### config.mk
export PLATFORM = sky130hd
export DESIGN_NAME = domain_call_seq
export DESIGN_NICKNAME = d
export VERILOG_FILES = /design/src/rtl/dcs_pkg.sv /design/src/rtl/dcs_call_gate.sv /design/src/rtl/dcs_dump_ptr.sv /design/src/rtl/domain_call_seq.sv
export SDC_FILE = /design/constraint.sdc
export NUM_CORES = 1
export LEC_CHECK = 0
export CAP_MARGIN = 20
export CORE_ASPECT_RATIO = 0.7
export CORE_MARGIN = 2
export CORE_UTILIZATION = 49
export DETAILED_ROUTE_END_ITERATION = 6
export GPL_ROUTABILITY_DRIVEN = 0
export GPL_TIMING_DRIVEN = 0
export PLACE_DENSITY = 0.88
export SYNTH_ARGS = -nofsm -noshare
export SYNTH_HDL_FRONTEND = slang
export SYNTH_HIERARCHICAL = 1
export SYNTH_SLANG_ARGS = --single-unit
### constraint.sdc
create_clock -name clk -period 4.5 [get_ports clk]
set_input_delay 0.9 -clock clk [delete_from_list [all_inputs] [get_ports clk]]
set_output_delay 0.9 -clock clk [all_outputs]
set_load 0.02 [all_outputs]
### src/rtl/dcs_pkg.sv
// Package: shared constants and state encoding for the domain call sequencer.
// Assumes a capability word laid out as {rights[5:0], base, limit}.
package dcs_pkg;
    localparam int RIGHTS_W    = 6;
    localparam int RT_EXEC     = 0;
    localparam int RT_WDATA    = 1;
    localparam int RT_RDATA    = 2;
    localparam int RT_ENTER    = 3;
    localparam int RT_WCAP     = 4;
    localparam int RT_RCAP     = 5;
    localparam int FRAME_WORDS = 3;
    localparam logic [2:0] REG_ROOT = 3'd6;
    localparam logic [2:0] REG_CODE = 3'd7;

    typedef enum logic [3:0] {
        S_IDLE, S_FETCH, S_PUSH_PC, S_PUSH_RT, S_PUSH_CD,
        S_LOAD_RT, S_LOAD_CD, S_POP_CD, S_POP_RT, S_POP_PC, S_FAULT
    } seq_state_e;
endpackage

### src/rtl/dcs_call_gate.sv
// Module: dcs_call_gate
// Decodes an enter capability and judges whether a call may proceed.
// Assumes: pure combinational; the caller registers whatever it keeps.
module dcs_call_gate
    import dcs_pkg::*;
#(
    parameter int ADDR_W = 8
) (
    input  logic [RIGHTS_W+2*ADDR_W-1:0] enter_cap,
    input  logic [ADDR_W-1:0]            call_off,
    input  logic                         code_exec_bit,
    output logic                         pre_ok,
    output logic                         exec_ok,
    output logic [ADDR_W-1:0]            fetch_addr,
    output logic [RIGHTS_W+2*ADDR_W-1:0] root_cap
);
    localparam int CAP_W = RIGHTS_W + 2 * ADDR_W;

    logic [RIGHTS_W-1:0] rights;
    logic [ADDR_W-1:0]   base;
    logic [ADDR_W-1:0]   limit;
    logic [RIGHTS_W-1:0] root_rights;

    // Split the enter capability into its fields.
    always_comb begin
        rights = enter_cap[CAP_W-1 -: RIGHTS_W];
        base   = enter_cap[2*ADDR_W-1:ADDR_W];
        limit  = enter_cap[ADDR_W-1:0];
    end

    // Judge the call and form the read-only root capability.
    always_comb begin
        pre_ok      = rights[RT_ENTER] && (call_off < limit);
        exec_ok     = code_exec_bit;
        fetch_addr  = base + call_off;
        root_rights = '0;
        root_rights[RT_RCAP] = 1'b1;
        root_cap    = {root_rights, base, limit};
    end
endmodule

### src/rtl/dcs_dump_ptr.sv
// Module: dcs_dump_ptr
// Holds the dump stack pointer in words; moves by one frame per push/pop.
// Assumes the sequencer never pushes when full nor pops when empty.
module dcs_dump_ptr
    import dcs_pkg::*;
#(
    parameter int STK_FRAMES = 4,
    localparam int STK_WORDS = STK_FRAMES * FRAME_WORDS,
    localparam int SP_W      = $clog2(STK_WORDS + 1)
) (
    input  logic            clk,
    input  logic            rst_n,
    input  logic            push,
    input  logic            pop,
    output logic [SP_W-1:0] sp,
    output logic            full,
    output logic            empty
);
    // Advance or retreat the pointer by one frame; reset empties the stack.
    always_ff @(posedge clk) begin
        if (!rst_n)
            sp <= '0;
        else if (push)
            sp <= sp + SP_W'(FRAME_WORDS);
        else if (pop)
            sp <= sp - SP_W'(FRAME_WORDS);
    end

    // Derive the capacity flags from the pointer.
    always_comb begin
        full  = sp > SP_W'(STK_WORDS - FRAME_WORDS);
        empty = sp < SP_W'(FRAME_WORDS);
    end


    no_overflow_chk: assert property (@(posedge clk) disable iff (!rst_n)
        push |-> !full);

    no_underflow_chk: assert property (@(posedge clk) disable iff (!rst_n)
        pop |-> !empty);

    sp_bound_chk: assert property (@(posedge clk) disable iff (!rst_n)
        sp <= SP_W'(STK_WORDS));
endmodule

### src/rtl/domain_call_seq.sv
// Module: domain_call_seq
// Sequences a protected call (check, fetch, three pushes, two register loads)
// and a return (three pops). Assumes mem_rdata is valid in the cycle of a
// read request, and that cur_root/cur_code/cur_pc reflect writes the cycle after.
module domain_call_seq
    import dcs_pkg::*;
#(
    parameter int ADDR_W     = 8,
    parameter int STK_FRAMES = 4,
    parameter int STK_BASE   = 192,
    localparam int CAP_W     = RIGHTS_W + 2 * ADDR_W,
    localparam int STK_WORDS = STK_FRAMES * FRAME_WORDS,
    localparam int SP_W      = $clog2(STK_WORDS + 1)
) (
    input  logic              clk,
    input  logic              rst_n,
    input  logic              op_start,
    input  logic              op_ret,
    input  logic [CAP_W-1:0]  enter_cap,
    input  logic [ADDR_W-1:0] call_off,
    output logic              busy,
    output logic              done,
    output logic              fault,
    output logic              mem_req,
    output logic              mem_we,
    output logic [ADDR_W-1:0] mem_addr,
    output logic [CAP_W-1:0]  mem_wdata,
    input  logic [CAP_W-1:0]  mem_rdata,
    input  logic [CAP_W-1:0]  cur_root,
    input  logic [CAP_W-1:0]  cur_code,
    input  logic [ADDR_W-1:0] cur_pc,
    output logic              cap_wr_en,
    output logic [2:0]        cap_wr_sel,
    output logic [CAP_W-1:0]  cap_wr_data,
    output logic              pc_wr_en,
    output logic [ADDR_W-1:0] pc_wr_data
);
    localparam logic [ADDR_W-1:0] STK_ORG = ADDR_W'(STK_BASE);

    seq_state_e        state, state_nx;
    logic [CAP_W-1:0]  root_q, code_q;
    logic [ADDR_W-1:0] fetch_q;
    logic              pre_ok, exec_ok;
    logic [ADDR_W-1:0] gate_addr;
    logic [CAP_W-1:0]  gate_root;
    logic [SP_W-1:0]   sp;
    logic              stk_full, stk_empty, push, pop;
    logic [ADDR_W-1:0] slot;

    dcs_call_gate #(.ADDR_W(ADDR_W)) u_gate (
        .enter_cap     (enter_cap),
        .call_off      (call_off),
        .code_exec_bit (mem_rdata[CAP_W-RIGHTS_W+RT_EXEC]),
        .pre_ok        (pre_ok),
        .exec_ok       (exec_ok),
        .fetch_addr    (gate_addr),
        .root_cap      (gate_root)
    );

    dcs_dump_ptr #(.STK_FRAMES(STK_FRAMES)) u_ptr (
        .clk   (clk),
        .rst_n (rst_n),
        .push  (push),
        .pop   (pop),
        .sp    (sp),
        .full  (stk_full),
        .empty (stk_empty)
    );

    // Address of the current top-of-stack word boundary.
    always_comb slot = STK_ORG + ADDR_W'(sp);

    // Next-state and output decode for the call/return sequence.
    always_comb begin
        state_nx    = state;
        mem_req     = 1'b0;
        mem_we      = 1'b0;
        mem_addr    = '0;
        mem_wdata   = '0;
        cap_wr_en   = 1'b0;
        cap_wr_sel  = REG_ROOT;
        cap_wr_data = '0;
        pc_wr_en    = 1'b0;
        pc_wr_data  = '0;
        push        = 1'b0;
        pop         = 1'b0;
        done        = 1'b0;
        fault       = 1'b0;
        unique case (state)
            S_IDLE: begin
                if (op_start) begin
                    if (op_ret)
                        state_nx = stk_empty ? S_FAULT : S_POP_CD;
                    else
                        state_nx = (pre_ok && !stk_full) ? S_FETCH : S_FAULT;
                end
            end
            S_FETCH: begin
                mem_req  = 1'b1;
                mem_addr = fetch_q;
                state_nx = exec_ok ? S_PUSH_PC : S_FAULT;
            end
            S_PUSH_PC: begin
                mem_req   = 1'b1;
                mem_we    = 1'b1;
                mem_addr  = slot;
                mem_wdata = CAP_W'(cur_pc);
                state_nx  = S_PUSH_RT;
            end
            S_PUSH_RT: begin
                mem_req   = 1'b1;
                mem_we    = 1'b1;
                mem_addr  = slot + ADDR_W'(1);
                mem_wdata = cur_root;
                state_nx  = S_PUSH_CD;
            end
            S_PUSH_CD: begin
                mem_req   = 1'b1;
                mem_we    = 1'b1;
                mem_addr  = slot + ADDR_W'(2);
                mem_wdata = cur_code;
                push      = 1'b1;
                state_nx  = S_LOAD_RT;
            end
            S_LOAD_RT: begin
                cap_wr_en   = 1'b1;
                cap_wr_sel  = REG_ROOT;
                cap_wr_data = root_q;
                state_nx    = S_LOAD_CD;
            end
            S_LOAD_CD: begin
                cap_wr_en   = 1'b1;
                cap_wr_sel  = REG_CODE;
                cap_wr_data = code_q;
                pc_wr_en    = 1'b1;
                pc_wr_data  = '0;
                done        = 1'b1;
                state_nx    = S_IDLE;
            end
            S_POP_CD: begin
                mem_req     = 1'b1;
                mem_addr    = slot - ADDR_W'(1);
                cap_wr_en   = 1'b1;
                cap_wr_sel  = REG_CODE;
                cap_wr_data = mem_rdata;
                state_nx    = S_POP_RT;
            end
            S_POP_RT: begin
                mem_req     = 1'b1;
                mem_addr    = slot - ADDR_W'(2);
                cap_wr_en   = 1'b1;
                cap_wr_sel  = REG_ROOT;
                cap_wr_data = mem_rdata;
                state_nx    = S_POP_PC;
            end
            S_POP_PC: begin
                mem_req    = 1'b1;
                mem_addr   = slot - ADDR_W'(3);
                pc_wr_en   = 1'b1;
                pc_wr_data = mem_rdata[ADDR_W-1:0];
                pop        = 1'b1;
                done       = 1'b1;
                state_nx   = S_IDLE;
            end
            S_FAULT: begin
                done     = 1'b1;
                fault    = 1'b1;
                state_nx = S_IDLE;
            end
            default: state_nx = S_IDLE;
        endcase
    end

    // State register with synchronous reset to idle.
    always_ff @(posedge clk) begin
        if (!rst_n) state <= S_IDLE;
        else        state <= state_nx;
    end

    // Capture the call target: root capability and fetch address at start,
    // fetched code capability during the fetch.
    always_ff @(posedge clk) begin
        if (!rst_n) begin
            root_q  <= '0;
            code_q  <= '0;
            fetch_q <= '0;
        end else begin
            if (state == S_IDLE && op_start && !op_ret) begin
                root_q  <= gate_root;
                fetch_q <= gate_addr;
            end
            if (state == S_FETCH)
                code_q <= mem_rdata;
        end
    end

    // Busy whenever a sequence is under way.
    always_comb busy = (state != S_IDLE);


    gp_regs_untouched_chk: assert property (@(posedge clk) disable iff (!rst_n)
        cap_wr_en |-> (cap_wr_sel == REG_ROOT || cap_wr_sel == REG_CODE));

    fault_quiet_chk: assert property (@(posedge clk) disable iff (!rst_n)
        fault |-> (!cap_wr_en && !pc_wr_en && !mem_req));

    stack_write_range_chk: assert property (@(posedge clk) disable iff (!rst_n)
        (mem_req && mem_we) |-> (mem_addr >= STK_ORG &&
                                 mem_addr < STK_ORG + ADDR_W'(STK_WORDS)));

    done_pulse_chk: assert property (@(posedge clk) disable iff (!rst_n)
        done |=> !done);

    refuse_no_access_chk: assert property (@(posedge clk) disable iff (!rst_n)
        (!busy && op_start && !op_ret && !pre_ok) |=> (fault && !mem_req));
endmodule

==> results by group <==
STA
  • RSZ-0062 raised after global routing: false
  • Actual slew at the worst max-slew pin: roughly 0.82 ns
  • Final setup TNS: 0 ns
  • Relative slew slack: a little under half
  • Max Freq: approximately 0.23 GHz
  • Min Tclk post-route: 4.39 ns
  • Period utilization: about 100%
  • Final setup violation count: 0
  • Max Slew Vio Count: 0
  • Final Hold Viols: 0
  • Clock Skew: roughly 0.010 ns

Critical path
  • Critical-path maximum fanout: 15
  • Worst setup path class: flip-flop to output pin
  • Crit path arrival time: 3.49 ns
  • Worst setup SP type: flip-flop
  • Worst setup EP type: output pin
  • Req. time, crit path: between 3 and 4 ns

GRT
  • Layer with the highest usage: met2
  • Antenna violations before repair: 0
  • Vias in the first global route: between 5000 and 6000
  • Met2 Use GR: 51.0%
  • GRT Util Overall: a little under a third
  • Largest net degree at the start of global routing: 18
  • First-pass GRT wire length: ~26000 um
  • Met1 GRT Util: between 40% and 50%
  • Overflow after GRT: 0
  • Met3 Use GR: 7.26%

Power and ir drop
  • Clk pwr share: 22.4%
  • Worst IR Drop VDD: 0.273 mV
  • Pint: ~1900 uW
  • Reg power frac: between 20 and 25%
  • Sw Share: 41.3%
  • Sw Pwr: ~1400 uW
  • Static Leakage: between 0.002 and 0.003 uW
  • Power per cell area: slightly below 500 nW/um2
  • Combinational share of power: 55.7%

Placement
  • Post-place instance area: 6470 um2
  • Detail Placement HPWL: between 10000 and 15000 um
  • Port-buffer cells: 170

Final layout
  • Commonest non-fill, non-tap cell in the layout: clkdlybuf4s50_1
  • Most frequent cells in the layout: 170 x clkdlybuf4s50_1, 133 x nand2_1, 60 x dfxtp_1
  • Design area: just under 7000 um2
  • Ratio of cells with drive above 1 in the final layout: between 10 and 15%
  • Syn-to-layout area delta: 47.9%
  • Antenna diode count: 0
  • Layout net count: between 900 and 1000

Synth
  • Unique masters post-synth: 73
  • Synth Warn #: 6
  • Post-synthesis register bit count: 60
  • Async SR Flop Fraction: 0%
  • Avg Inst Size Synth: slightly below 8 um2
  • Cells after synthesis: 594
  • Top_reg_cell synth: dfxtp_1
  • Post-Syn Area: approximately 4600 um2
  • Register area share after synthesis: between 20% and 30%
  • Post-synth EDFFs: 0

Drt
  • Number of routed nets with antenna violations: 0
  • Total Wirelength: around 17000 um
  • Post-DR vias/cell: 5.77
  • Iter 0 DRT Violations: around 640
  • DRT Pass-1 Iters: 7
  • DR WL/cell: 18.2 um
  • Routed vias: ~5200
  • Post-route DRC: 0

Clock network
  • Clock Path Buffers: 2
  • Worst-path clk slew: 0.06 ns
  • Worst-skew pair later-pin latency: roughly 0.33 ns
  • Clock tree sinks: 60
  • CTS Buf Count: 9
  • Root buffer cell: clkbuf_16
  • Max H-tree Level: 3
  • TritonCTS clock tree: yes
  • Post-CTS Hold Fix Bufs: 0
  • Post-CTS Setup Bufs: 0

Die
  • Initial Utilization: between 50 and 60%
  • FP Rows: 29
  • Die area: between 10000 and 15000 um2
  • Chip height: 85.0 um
  • Die width: 120 um
  • Ports: between 150 and 200
  • Core area: a little over 9000 um2

Worst hold path
  • Hold Path Class: flip-flop to flip-flop

Flow run
  • Max_cap viols: 0

Outcome
  • Status: finished, final reports clean
-- power groups by stage --
| stage | sequential [uW] | clock (uW) | combinational (uW) |
|---|---|---|---|
| final | 718 | 736 | 1830 |
| after global routing | 726 | 759 | 1940 |
| after CTS | 711 | 733 | 1790 |
| after detailed placement | 720 | 0 | 1770 |
| after global placement | 713 | 0 | 1720 |
| after floorplan | 691 | 0 | 1090 |
-- stage by stage --
| stage | setup WS, ns | hold slack, ns | std cells | total power [uW] | util [%] |
|---|---|---|---|---|---|
| global placement | 0.183 | 0.440 | 893 | 2430 | 71.3 |
| CTS | 0.116 | 0.454 | 908 | 3240 | 74.8 |
| floorplan | 1.12 | 0.434 | 599 | 1780 | - |
| detailed placement | 0.0703 | 0.449 | 893 | 2490 | 71.3 |
| finish | 0.108 | 0.455 | 908 | 3280 | 74.9 |
| global route | 0.00840 | 0.478 | 908 | 3430 | 74.9 |
-- layer usage --
layer / wire length, um / share of wire (%) / vias up
li1: - / - / 2428
met1: 7210 / 44 / 2480
met2: 7500 / 45 / 296
met3: 1530 / 9.3 / 32
met4: 261 / 1.6 / 0
met5: 0 / 0 / -
-- synthesized netlist by cell type (3+ instances only) --
cell      count  share of area (%)
a211oi_1      6               0.98
a21boi_0     27                4.4
a21boi_1     25                4.1
a21o_1        6               0.98
a21oi_1      13                1.4
a222oi_1     22                4.8
a22o_1       14                2.7
a22oi_1      13                2.1
and2_1        8                1.1
buf_2        21                2.3
buf_4        29                4.7
buf_6         4               0.98
clkbuf_1     14                1.1
conb_1        3               0.25
dfxtp_1      60                 26
ha_1         22                6.0
inv_1        41                3.4
nand2_1     133                 11
nand2b_1      6               0.82
nand3_1       3               0.33
nand4_1       3               0.41
nor2_1       18                1.5
nor2b_1       7               0.95
nor3_1        8               0.87
nor3b_1       3               0.49
o21a_1        3               0.49
o21ai_0      11                1.2
o21bai_1      3               0.49
or4b_1        3               0.65
xnor2_1       5               0.95
xor2_1        3               0.57
-- critical path, cell delays in order (launching register included) --
cell and delay [ns]:
dfxtp_1 0.29, buf_2 0.16, nor2_2 0.29, and3_1 0.29, clkbuf_2 0.34, inv_1 0.13, ha_1 0.31, a211oi_2 0.32
nor2_1 0.08, o311ai_1 0.27, clkdlybuf4s50_1 0.67
-- state kept, by name, summed over array words and instances, names as in the netlist --
signal and cells:
root_q 22, u_ptr/sp 4, fetch_q 8, state 4
code_q 22
-- cell type report --
class | count | area [um2]
timing repair buffer | 170 | 1700
inverter | 41 | 154
clock inverter | 4 | 73.8
sequential | 60 | 1200
multi-input combinational | 430 | 2840
fill | 671 | 2280
buffer | 68 | 422
clock buffer | 11 | 243
tap | 124 | 155
-- repair_timing --
item | in CTS | in global routing
pin swaps | 0 | 0
endpoints found under the setup margin | 4 | 1
resized for setup | 2 | 1
-- worst paths after layout --
check             start           to  slack (ns)  cells after the start
min          code_q[10]   code_q[10]        0.45                      2
max reg2reg    state[2]  u_ptr/sp[3]        1.99                      6
min reg2reg  code_q[10]   code_q[10]        0.45                      2
max            state[2]  mem_addr[3]        0.11                     10
-- cell families after synthesis --
family,synth area share [%]
muxes,0.681
buffers and inverters,12.5
DFF,26.2
and+or+nand+nor,23.7
other,0.245
xor gates and xnor gates,1.53
adders and majority gates,6.86
AOI/OAI and AO/OA,28.3
Power figures use the tool's default switching activity.
